File: src/rtl/rso_pkg.sv
package rso_pkg;
  typedef enum logic [1:0] {
    CK_RANGE = 2'd0,
    CK_ALL   = 2'd1,
    CK_SYNC  = 2'd2
  } cmd_kind_e;

  typedef enum logic [1:0] {
    ST_IDLE  = 2'd0,
    ST_RANGE = 2'd1,
    ST_ALL   = 2'd2,
    ST_SYNC  = 2'd3
  } seq_state_e;
endpackage

File: src/rtl/rso_req_shaper.sv
module rso_req_shaper #(
  parameter int ADDR_W     = 32,
  parameter int LINE_BYTES = 64
) (
  input  logic [ADDR_W-1:0] start_i,
  input  logic [ADDR_W-1:0] end_i,
  output logic [ADDR_W-1:0] base_o,
  output logic [ADDR_W-1:0] span_o,
  output logic              whole_o
);
  localparam logic [ADDR_W-1:0] LINE_M1 = ADDR_W'(LINE_BYTES - 1);
  localparam logic [ADDR_W-1:0] LMASK   = ~LINE_M1;
  // two's complement negation of the line size
  localparam logic [ADDR_W-1:0] WRAP_TH = ~LINE_M1;

  logic [ADDR_W-1:0] raw_span;

  always_comb begin
    base_o   = start_i & LMASK;
    raw_span = end_i - base_o;
    whole_o  = (raw_span >= WRAP_TH);
    // no overflow: raw_span < WRAP_TH when used
    span_o   = (raw_span + LINE_M1) & LMASK;
  end
endmodule

File: src/rtl/rso_limit_sel.sv
module rso_limit_sel #(
  parameter int              ADDR_W         = 32,
  parameter int              REV_W          = 8,
  parameter int              LINE_BYTES     = 64,
  parameter int              LEGACY_REV_MAX = 'h16,
  parameter longint unsigned LEGACY_LIMIT   = 64'd4194304,
  parameter longint unsigned NEW_LIMIT      = 64'h1_0000_0000
) (
  input  logic [REV_W-1:0]  rev_i,
  output logic [ADDR_W-1:0] max_chunk_o
);
  localparam logic [ADDR_W-1:0] LEG_MAXC = ADDR_W'(LEGACY_LIMIT - 64'(LINE_BYTES));
  localparam logic [ADDR_W-1:0] NEW_MAXC = ADDR_W'(NEW_LIMIT - 64'(LINE_BYTES));
  localparam logic [REV_W-1:0]  REV_TH   = REV_W'(LEGACY_REV_MAX);

  always_comb begin
    max_chunk_o = (rev_i <= REV_TH) ? LEG_MAXC : NEW_MAXC;
  end
endmodule

File: src/rtl/rso_chunk_seq.sv
module rso_chunk_seq
  import rso_pkg::*;
#(
  parameter int ADDR_W     = 32,
  parameter int LINE_BYTES = 64
) (
  input  logic              clk,
  input  logic              rst,
  input  logic              req_valid,
  input  logic [1:0]        req_op,
  input  logic [ADDR_W-1:0] base_i,
  input  logic [ADDR_W-1:0] span_i,
  input  logic              whole_i,
  input  logic [ADDR_W-1:0] max_chunk_i,
  output logic              cmd_valid,
  input  logic              cmd_ready,
  output logic [1:0]        cmd_kind,
  output logic [1:0]        cmd_op,
  output logic [ADDR_W-1:0] cmd_addr,
  output logic [ADDR_W-1:0] cmd_size,
  output logic              done
);
  localparam int LB = $clog2(LINE_BYTES);

  seq_state_e        state;
  logic [ADDR_W-1:0] addr_q;
  logic [ADDR_W-1:0] rem_q;
  logic [ADDR_W-1:0] maxc_q;
  logic [1:0]        op_q;
  logic [ADDR_W-1:0] chunk;
  logic              fire;

  assign fire  = cmd_valid && cmd_ready;
  assign chunk = (rem_q < maxc_q) ? rem_q : maxc_q;

  always_ff @(posedge clk) begin
    if (rst) begin
      state     <= ST_IDLE;
      addr_q    <= '0;
      rem_q     <= '0;
      maxc_q    <= '0;
      op_q      <= '0;
      cmd_valid <= 1'b0;
      cmd_kind  <= CK_RANGE;
      cmd_op    <= '0;
      cmd_addr  <= '0;
      cmd_size  <= '0;
      done      <= 1'b0;
    end else begin
      done <= 1'b0;
      unique case (state)
        ST_IDLE: begin
          if (req_valid) begin
            addr_q <= base_i;
            rem_q  <= span_i;
            maxc_q <= max_chunk_i;
            op_q   <= req_op;
            if (whole_i)            state <= ST_ALL;
            else if (span_i == '0)  state <= ST_SYNC;
            else                    state <= ST_RANGE;
          end
        end
        ST_RANGE: begin
          if (!cmd_valid) begin
            cmd_valid <= 1'b1;
            cmd_kind  <= CK_RANGE;
            cmd_op    <= op_q;
            cmd_addr  <= addr_q;
            cmd_size  <= chunk;
          end else if (cmd_ready) begin
            cmd_valid <= 1'b0;
            addr_q    <= addr_q + cmd_size;
            rem_q     <= rem_q - cmd_size;
            if (rem_q == cmd_size) state <= ST_SYNC;
          end
        end
        ST_ALL: begin
          if (!cmd_valid) begin
            cmd_valid <= 1'b1;
            cmd_kind  <= CK_ALL;
            cmd_op    <= op_q;
            cmd_addr  <= '0;
            cmd_size  <= '0;
          end else if (cmd_ready) begin
            cmd_valid <= 1'b0;
            state     <= ST_SYNC;
          end
        end
        ST_SYNC: begin
          if (!cmd_valid) begin
            cmd_valid <= 1'b1;
            cmd_kind  <= CK_SYNC;
            cmd_op    <= op_q;
            cmd_addr  <= '0;
            cmd_size  <= '0;
          end else if (cmd_ready) begin
            cmd_valid <= 1'b0;
            done      <= 1'b1;
            state     <= ST_IDLE;
          end
        end
        default: state <= ST_IDLE;
      endcase
    end
  end

  // an offered command is held until taken
  p_hold_r10: assert property (@(posedge clk) disable iff (rst)
    (cmd_valid && !cmd_ready) |=> (cmd_valid && $stable(cmd_kind) && $stable(cmd_op)
                                   && $stable(cmd_addr) && $stable(cmd_size)));

  // range commands are nonzero and line aligned
  p_line_aligned_r2: assert property (@(posedge clk) disable iff (rst)
    (cmd_valid && cmd_kind == CK_RANGE) |->
      (cmd_addr[LB-1:0] == '0 && cmd_size[LB-1:0] == '0 && cmd_size != '0));

  // no range command exceeds the latched chunk limit
  p_chunk_cap_r4: assert property (@(posedge clk) disable iff (rst)
    (cmd_valid && cmd_kind == CK_RANGE) |-> (cmd_size <= maxc_q));

  // the latched limit is a whole number of lines
  p_maxc_aligned_r5: assert property (@(posedge clk) disable iff (rst)
    (state != ST_IDLE) |-> (maxc_q[LB-1:0] == '0 && maxc_q != '0));

  // done follows a taken sync
  p_done_after_sync_r6: assert property (@(posedge clk) disable iff (rst)
    (cmd_valid && cmd_ready && cmd_kind == CK_SYNC) |=> (done && !cmd_valid));

  // whole-cache and sync commands carry no range
  p_noaddr_r3: assert property (@(posedge clk) disable iff (rst)
    (cmd_valid && cmd_kind != CK_RANGE) |-> (cmd_addr == '0 && cmd_size == '0));

  // kind code 3 is never used
  p_kind_legal_r7: assert property (@(posedge clk) disable iff (rst)
    cmd_valid |-> (cmd_kind != 2'd3));
endmodule

File: src/rtl/range_op_splitter.sv
module range_op_splitter #(
  parameter int              ADDR_W         = 32,
  parameter int              REV_W          = 8,
  parameter int              LINE_BYTES     = 64,
  parameter int              LEGACY_REV_MAX = 'h16,
  parameter longint unsigned LEGACY_LIMIT   = 64'd4194304,
  parameter longint unsigned NEW_LIMIT      = 64'h1_0000_0000
) (
  input  logic              clk,
  input  logic              rst,
  input  logic              req_valid,
  input  logic [ADDR_W-1:0] req_start,
  input  logic [ADDR_W-1:0] req_end,
  input  logic [1:0]        req_op,
  input  logic [REV_W-1:0]  rev_id,
  output logic              cmd_valid,
  input  logic              cmd_ready,
  output logic [1:0]        cmd_kind,
  output logic [1:0]        cmd_op,
  output logic [ADDR_W-1:0] cmd_addr,
  output logic [ADDR_W-1:0] cmd_size,
  output logic              done
);
  logic [ADDR_W-1:0] base_w;
  logic [ADDR_W-1:0] span_w;
  logic              whole_w;
  logic [ADDR_W-1:0] maxc_w;

  rso_req_shaper #(.ADDR_W(ADDR_W), .LINE_BYTES(LINE_BYTES)) u_shape (
    .start_i (req_start),
    .end_i   (req_end),
    .base_o  (base_w),
    .span_o  (span_w),
    .whole_o (whole_w)
  );

  rso_limit_sel #(
    .ADDR_W(ADDR_W), .REV_W(REV_W), .LINE_BYTES(LINE_BYTES),
    .LEGACY_REV_MAX(LEGACY_REV_MAX), .LEGACY_LIMIT(LEGACY_LIMIT), .NEW_LIMIT(NEW_LIMIT)
  ) u_limit (
    .rev_i       (rev_id),
    .max_chunk_o (maxc_w)
  );

  rso_chunk_seq #(.ADDR_W(ADDR_W), .LINE_BYTES(LINE_BYTES)) u_seq (
    .clk         (clk),
    .rst         (rst),
    .req_valid   (req_valid),
    .req_op      (req_op),
    .base_i      (base_w),
    .span_i      (span_w),
    .whole_i     (whole_w),
    .max_chunk_i (maxc_w),
    .cmd_valid   (cmd_valid),
    .cmd_ready   (cmd_ready),
    .cmd_kind    (cmd_kind),
    .cmd_op      (cmd_op),
    .cmd_addr    (cmd_addr),
    .cmd_size    (cmd_size),
    .done        (done)
  );
endmodule

File: config.mk
export PLATFORM = sky130hd
export DESIGN_NAME = range_op_splitter
export DESIGN_NICKNAME = d
export VERILOG_FILES = /design/src/rtl/rso_pkg.sv /design/src/rtl/rso_req_shaper.sv /design/src/rtl/rso_limit_sel.sv /design/src/rtl/rso_chunk_seq.sv /design/src/rtl/range_op_splitter.sv
export SDC_FILE = /design/constraint.sdc
export NUM_CORES = 1
export LEC_CHECK = 0
export ABC_AREA = 1
export BUFFER_PORTS_ARGS = -buffer_cell sky130_fd_sc_hd__buf_4
export CAP_MARGIN = 25
export CORE_ASPECT_RATIO = 0.6
export CORE_MARGIN = 1
export CORE_UTILIZATION = 50
export CTS_CLUSTER_DIAMETER = 120
export CTS_CLUSTER_SIZE = 8
export DETAILED_ROUTE_END_ITERATION = 6
export HOLD_SLACK_MARGIN = 0.05
export PLACE_DENSITY_LB_ADDON = 0.3
export SKIP_LAST_GASP = 1
export SLEW_MARGIN = 25
export SYNTH_ARGS = -nofsm -noshare
export SYNTH_HDL_FRONTEND = slang
export SYNTH_SLANG_ARGS = --single-unit
File: constraint.sdc
create_clock -name clk -period 6.1 [get_ports clk]
set_clock_uncertainty 0.2 [all_clocks]
set_input_delay 0.915 -clock clk [delete_from_list [all_inputs] [get_ports clk]]
set_output_delay 0.915 -clock clk [all_outputs]
set_load 0.005 [all_outputs]
# Word level (Yosys, flattened, before mapping)

Index checks and enable logic that the tools add are counted.

Memories: 0
Memory bits (writable): 0
ROM bits: 0
Output and inout bits: 70
Bits in registers: 170
Logic and storage cells: 83
Input bits: 78
Latch bits: 0

Shifts and indexed selects: 0
Multipliers: 0
Multiplexer cells: 33
Reduce and logical (&&, ||, !) cells: 14
Magnitude comparators: 3
Equality and inequality tests: 16
$add $sub $neg: 4
Bitwise gates (word level): 2
Div/mod/pow operators: 0

Operators with widths:

| kind                                                           | number |
|---|---|
| 2-to-1 mux 32 bit                                              | 11 |
| one-hot mux 32 bit (2 select lines)                            | 4 |
| subtractor 32 bit                                              | 2 |
| adder 32 bit                                                   | 1 |
| adder 32 x 6 -> 32 bit, second input constant                  | 1 |
| equality test 32 bit                                           | 1 |
| >= comparator 32 bit, second input constant                    | 1 |
| logical NOT 32 bit                                             | 1 |
| < comparator 32 bit                                            | 1 |
| 2-to-1 mux 2 bit                                               | 13 |
| inequality test 2 bit, second input constant                   | 8 |
| less-or-equal comparator 8 x 5 -> 1 bit, second input constant | 1 |
| inequality test 2 x 1 -> 1 bit, second input constant          | 4 |
| one-hot mux 2 bit (4 select lines)                             | 1 |
| AND reduction 4 bit                                            | 2 |
| AND reduction 8 bit                                            | 1 |
| one-hot mux 2 bit (3 select lines)                             | 1 |
| OR reduction 3 bit                                             | 2 |
| equality test 2 bit, second input constant                     | 2 |
| AND reduction 2 bit                                            | 2 |
| nonzero test 2 bit                                             | 2 |
| 2-to-1 mux 1 bit                                               | 3 |
| AND reduction 3 bit                                            | 1 |
| nonzero test 3 bit                                             | 1 |
| other kinds (4)                                                | 5 |

# Logic depth before layout (Yosys ltp)

Word-level depth: 7
Depth in mapped cells: 27
Gate-level depth less buffers: 27

# By module

A second synthesis with hierarchy kept.

Cells, all modules: 2651
Area, all modules: 16120.5 um2

Modules (own cells, without submodules):

| module         | area each (um2) | cells each | seq. area each (um2) | times used |
|---|---|---|---|---|
| rso_chunk_seq  | 12629.6         | 1953       | 3403.3               | 1 |
| rso_req_shaper | 3220.6          | 659        | 0.0                  | 1 |
| rso_limit_sel  | 270.3           | 39         | 0.0                  | 1 |

# Worst setup path after synthesis

Ideal clock, no wire load.

Path type: in2reg
From: input port req_end[6]
To: register u_seq.state[1]
Path buffers: 0
Data required time: 5.833 ns
Library setup time: 0.067 ns
Cell stages on the path: 22
Slack: 2.487 ns
Data arrival time: 3.346 ns
Cell sequence: inv_1 > ha_1 > fa_1 > nor2_2 > nand2_1 > nor2_1 > nand2_1 > nor2_4 > nand2_2 > nor2_4 > nand3_4 > nor2_4 > nand2_1 > nand2_1 > nand2_1 > nor2_1 > nand2_1 > nor2_2 > nand3_1 > nand2_1 > nand2_1 > a21oi_2

Cells in the longest elaborated chain, start to end: 7
Elaborated cells on any way between the ends: 8
Classes of those cells: add/sub (2); order compare (1); mux (4); reduce/logical (1)

RTL lines:

| what                                   | RTL line                | text |
|---|---|---|
| start: declaration                     | range_op_splitter.sv:13 | `input logic [ADDR_W-1:0] req_end,` |
| subtractor 32 bit (*)                  | rso_req_shaper.sv:20    | `raw_span = end_i - base_o;` |
| adder 32 x 6 -> 32 bit                 | rso_req_shaper.sv:23    | `span_o = (raw_span + LINE_M1) & LMASK;` |
| logical NOT 32 bit                     | rso_chunk_seq.sv:59     | `else if (span_i == '0) state <= ST_SYNC;` |
| 2-to-1 mux 2 bit                       | rso_chunk_seq.sv:59     |  |
| 2-to-1 mux 2 bit (*)                   | rso_chunk_seq.sv:58     | `if (whole_i) state <= ST_ALL;` |
| 2-to-1 mux 2 bit (*)                   | rso_chunk_seq.sv:53     | `if (req_valid) begin` |
| one-hot mux 2 bit (4 select lines) (*) | rso_chunk_seq.sv:51     | `unique case (state)` |
| end signal: assignment                 | rso_chunk_seq.sv:58     |  |
| end signal: assignment                 | rso_chunk_seq.sv:59     |  |
| end signal: assignment                 | rso_chunk_seq.sv:60     | `else state <= ST_RANGE;` |
| end: declaration                       | rso_chunk_seq.sv:25     | `seq_state_e state;` |

Every way passes the cells marked *; elsewhere a longest branch is shown, timed or not. The select of a mux whose other input is x is not followed.
A chain may end at the register's enable or synchronous reset.

# Worst setup path after layout

From: input port req_start[6]
To: register u_seq.state[1]

Cells in the longest elaborated chain, start to end: 7
Elaborated cells on any way between the ends: 8
Classes of those cells: add/sub (2); order compare (1); mux (4); reduce/logical (1)

RTL lines:

| what                                   | RTL line                | text |
|---|---|---|
| start: declaration                     | range_op_splitter.sv:12 | `input logic [ADDR_W-1:0] req_start,` |
| subtractor 32 bit (*)                  | rso_req_shaper.sv:20    |  |
| adder 32 x 6 -> 32 bit                 | rso_req_shaper.sv:23    |  |
| logical NOT 32 bit                     | rso_chunk_seq.sv:59     |  |
| 2-to-1 mux 2 bit                       | rso_chunk_seq.sv:59     |  |
| 2-to-1 mux 2 bit (*)                   | rso_chunk_seq.sv:58     |  |
| 2-to-1 mux 2 bit (*)                   | rso_chunk_seq.sv:53     |  |
| one-hot mux 2 bit (4 select lines) (*) | rso_chunk_seq.sv:51     |  |

Marks and branches as above.

==> results.py <==
metrics = {
    "status": {
        "outcome": "finished clean",
    },
    "synth": {
        "yosysTopAreaCell": "dfxtp_1",
        "syn_inst": 2103,
        "synth_edf_count": 0,
        "synth_top_area_share_pct": 21.87,
        "synth_flop_cell": "dfxtp_1",
        "syn-cell-area_um2": 12820,
        "synthArstFlopShare_pct": 0,
        "yosysSeqAreaShare_pct": 21.87,
        "avgSynthCellArea_um2": 6.095,
        "syn-num-nets": 2300,
        "yosysUniqueCellTypes": 53,
        "ys_ff_latch": 140,
        "ys_warn_count": 0,
        "synthTopCellsByArea": "dfxtp_1 (22%), nand2_1 (19%), ha_1 (11%), a21oi_1 (9.9%), inv_1 (7.7%)",
    },
    "setup_path": {
        "endpoint_kind": "flip-flop",
        "reg2reg_slack_ns": 2.49,
        "worstPathMaxFanout": 6,
        "cp-start-kind": "input pin",
        "crit_top_cell": "nand2_1",
        "crit_required_ns": 6.27,
        "slowest_stage": "fa_1",
        "crit_arrival_ns": 4.18,
        "max_stage_delay_ns": 0.52,
        "reg2regPathDepth": 11,
        "path_cells": "buf_4 > ha_1 > fa_1 > nor2_2 > nand2_1 > nor2_1 > nand2_1 > nor2_4 > nand2_2 > nor2_4 > nand3_4 > nor2_4 > nand2_1 > nand2_1 > nand2_1 > nor2_1 > nand2_1 > nor2_2 > nand3_1 > nand2_1 > nand2_1 > a21oi_2",
        "crit_type": "input pin to flip-flop",
    },
    "grt": {
        "grt_max_degree": 78,
        "grt-ovfl-total": 0,
        "grt.total_usage_pct": 34.29,
        "grt_antenna_before_repair": 0,
        "first_global_vias": 12910,
        "grt_pass1_wl_um": 70060,
    },
    "clocking": {
        "cts_sinks": 140,
        "cts_setup_buffers": 0,
        "cts_buffers": 17,
        "clockBufferDepth": 2,
        "cts_tree": "done",
        "clockRootBuffer": "clkbuf_16",
        "cts-resized-gates": 0,
        "cts_max_level": 4,
        "cts.clk_slew.worst_paths_ns": 0.06,
        "hold_buffers": 0,
        "clk-insertion-delay-late_ns": 0.44,
    },
    "placement": {
        "dp_hpwl_um": 36520,
        "gp_congestion": 1.000,
        "pre_cts_ws_ns": 1.718,
        "io_buffers": 141,
    },
    "floorplanning": {
        "rows": 44,
        "die_w_um": 208.7,
        "die_h_um": 126.0,
        "coreArea_um2": 24660,
        "ios": 148,
        "dieArea_um2": 26300,
        "start_util_pct": 51.97,
    },
    "detailed_routing": {
        "wl_per_cell_um": 17.98,
        "viasPerCell": 5.686,
        "drt_iter0_markers": 1710,
        "ant_nets": 0,
        "wl_um": 45810,
        "drc_errors": 0,
        "first_pass_iters": 6,
        "vias": 14490,
    },
    "sta": {
        "fmax_mhz": 249.3,
        "fin_crit_ns": 4.011,
        "hold_viol_final": 0,
        "hold_ws_ns": 0.2652,
        "tns_ns": 0,
        "slew_headroom_pct": 39.87,
        "worst_pin_slew_ns": 0.9010,
        "setup_slack_ns": 2.089,
        "rsz0062_at_grt": "false",
        "setup_viol": 0,
        "drv_slew": 0,
        "post-route-period-util_pct": 65.76,
    },
    "pwr": {
        "p_leak_nw": 7.383,
        "p_per_area_nw_per_um2": 515.4,
        "peakVddDrop_mv": 0.3229,
    },
    "job": {
        "max-cap-violations": 0,
    },
    "hold_path": {
        "hold_path_class": "flip-flop to flip-flop",
        "whs_path_depth": 2,
    },
    "cells_and_area": {
        "fill_cells": 2423,
        "nets": 2411,
        "final_layout_size_suffix_gt1_share_pct": 12.62,
        "antenna_cells": 0,
        "area_growth_syn_to_layout_pct": 15.15,
    },
}
## flip-flops by register name (all words and copies together), names as in the netlist
name,cells
u_seq.state,2
u_seq.cmd_op,2
u_seq.op_q,2
u_seq.rem_q,32
u_seq.maxc_q,2
u_seq.addr_q,32
u_seq.done,1
u_seq.cmd_valid,1
u_seq.cmd_size,32
u_seq.cmd_kind,2
u_seq.cmd_addr,32
## worst max-delay path, delay by kind of cell
| kind | cells | cell delay, ns |
|---|---|---|
| AO/OA/AOI/OAI | 1 | 0.11 |
| buffers and inverters | 1 | 0.12 |
| adder cells (fa/ha/maj) | 2 | 0.74 |
| AND/OR/NAND/NOR | 18 | 2.30 |
## cell usage in the layout, fill, tap and decap left out, types with 4 or more instances in the layout
| cell type | synthesis | final |
|---|---|---|
| o21bai_1 | 5 | 5 |
| nand4_1 | 35 | 35 |
| clkbuf_16 | 0 | 17 |
| inv_2 | 23 | 24 |
| clkinv_2 | 0 | 5 |
| dfxtp_1 | 140 | 140 |
| ha_1 | 116 | 116 |
| or2_2 | 7 | 7 |
| a21o_1 | 6 | 6 |
| xnor2_1 | 12 | 12 |
| a221oi_1 | 5 | 5 |
| bufinv_16 | 0 | 4 |
| nand2_2 | 31 | 31 |
| o221ai_1 | 4 | 4 |
| nor2_1 | 131 | 131 |
| nor4_1 | 5 | 5 |
| o211ai_1 | 36 | 36 |
| nor2_4 | 10 | 10 |
| nand3_1 | 92 | 92 |
| nor3_1 | 17 | 17 |
| xor2_1 | 29 | 29 |
| inv_1 | 263 | 261 |
| a21oi_1 | 254 | 253 |
| buf_4 | 1 | 148 |
| nor2_2 | 15 | 15 |
| a31oi_1 | 14 | 13 |
| nand2_1 | 663 | 663 |
| o21ai_0 | 85 | 85 |
| o21a_1 | 8 | 8 |
## report_power, final
| part | internal, mW | switching (mW) |
|---|---|---|
| logic | 1.61 | 3.30 |
| clock network | 0.690 | 0.423 |
| registers | 1.20 | 0.378 |
| total | 3.50 | 4.10 |
## cell type report
class	count	area, um^2	area share, %
Clock buffer	19	442.9	3.001
Timing Repair Buffer	148	1111	7.528
Inverter	287	1080	7.316
Clock inverter	12	170.2	1.153
Sequential cell	140	2803	18.99
Multi-Input combinational cell	1620	8750	59.28
Tap cell	322	402.9	2.730
## final timing paths
path,start,to
max,req_start[6],u_seq.state[1]
min,u_seq.cmd_kind[0],u_seq.cmd_kind[0]
max reg2reg,u_seq.state[1],u_seq.cmd_size[19]
min reg2reg,u_seq.cmd_kind[0],u_seq.cmd_kind[0]
## per-layer routing
| metal | routed length [um] | vias up | track usage (%) | part of all wire (%) |
|---|---|---|---|---|
| met5 | 0 | - | 0 | 0 |
| met4 | 851 | 0 | 8.478 | 1.9 |
| met3 | 5674 | 59 | 10.22 | 12 |
| met2 | 17720 | 701 | 46.96 | 39 |
| met1 | 21570 | 6633 | 51.32 | 47 |
| li1 | - | 7096 | - | - |
## synth_stat cells (all sizes together), types with 6 or more instances
master and instances:
a21oi 256, nand2 695, ha 116, o211ai 36, a31oi 14, o21ai 88, inv 286, o21a 8
a21o 6, or2 7, buf 16, dfxtp 140, xnor2 12, clkbuf 40, nand3 98, xor2 29
nand4 36, nor3 18, nor2 157
## cells by family (layout without fill, tap and decap cells)
kind of cell	count (synthesis)	in the layout	synth area share (%)
fa+ha+maj	119	119	11.79
flops	140	140	21.87
xor+xnor	41	41	2.802
buf+inv	343	466	10.07
compound gates	436	436	18.94
simple gates	1024	1024	34.53
## per-stage QoR
| stage | util [%] | power [mW] | area [um^2] | std cells |
|---|---|---|---|---|
| 6_report | 59.84 | 7.607 | 14760 | 2548 |
| 5_1_grt | 59.84 | 8.164 | 14760 | 2548 |
| 4_1_cts | 59.84 | 7.457 | 14760 | 2548 |
| 3_5_place_dp | 57.36 | 6.308 | 14150 | 2517 |
| 3_3_place_gp | 57.35 | 6.205 | 14140 | 2517 |
| 2_1_floorplan | - | 4.803 | 12820 | 2103 |
Note: power is estimated with default switching activity, not from simulation.
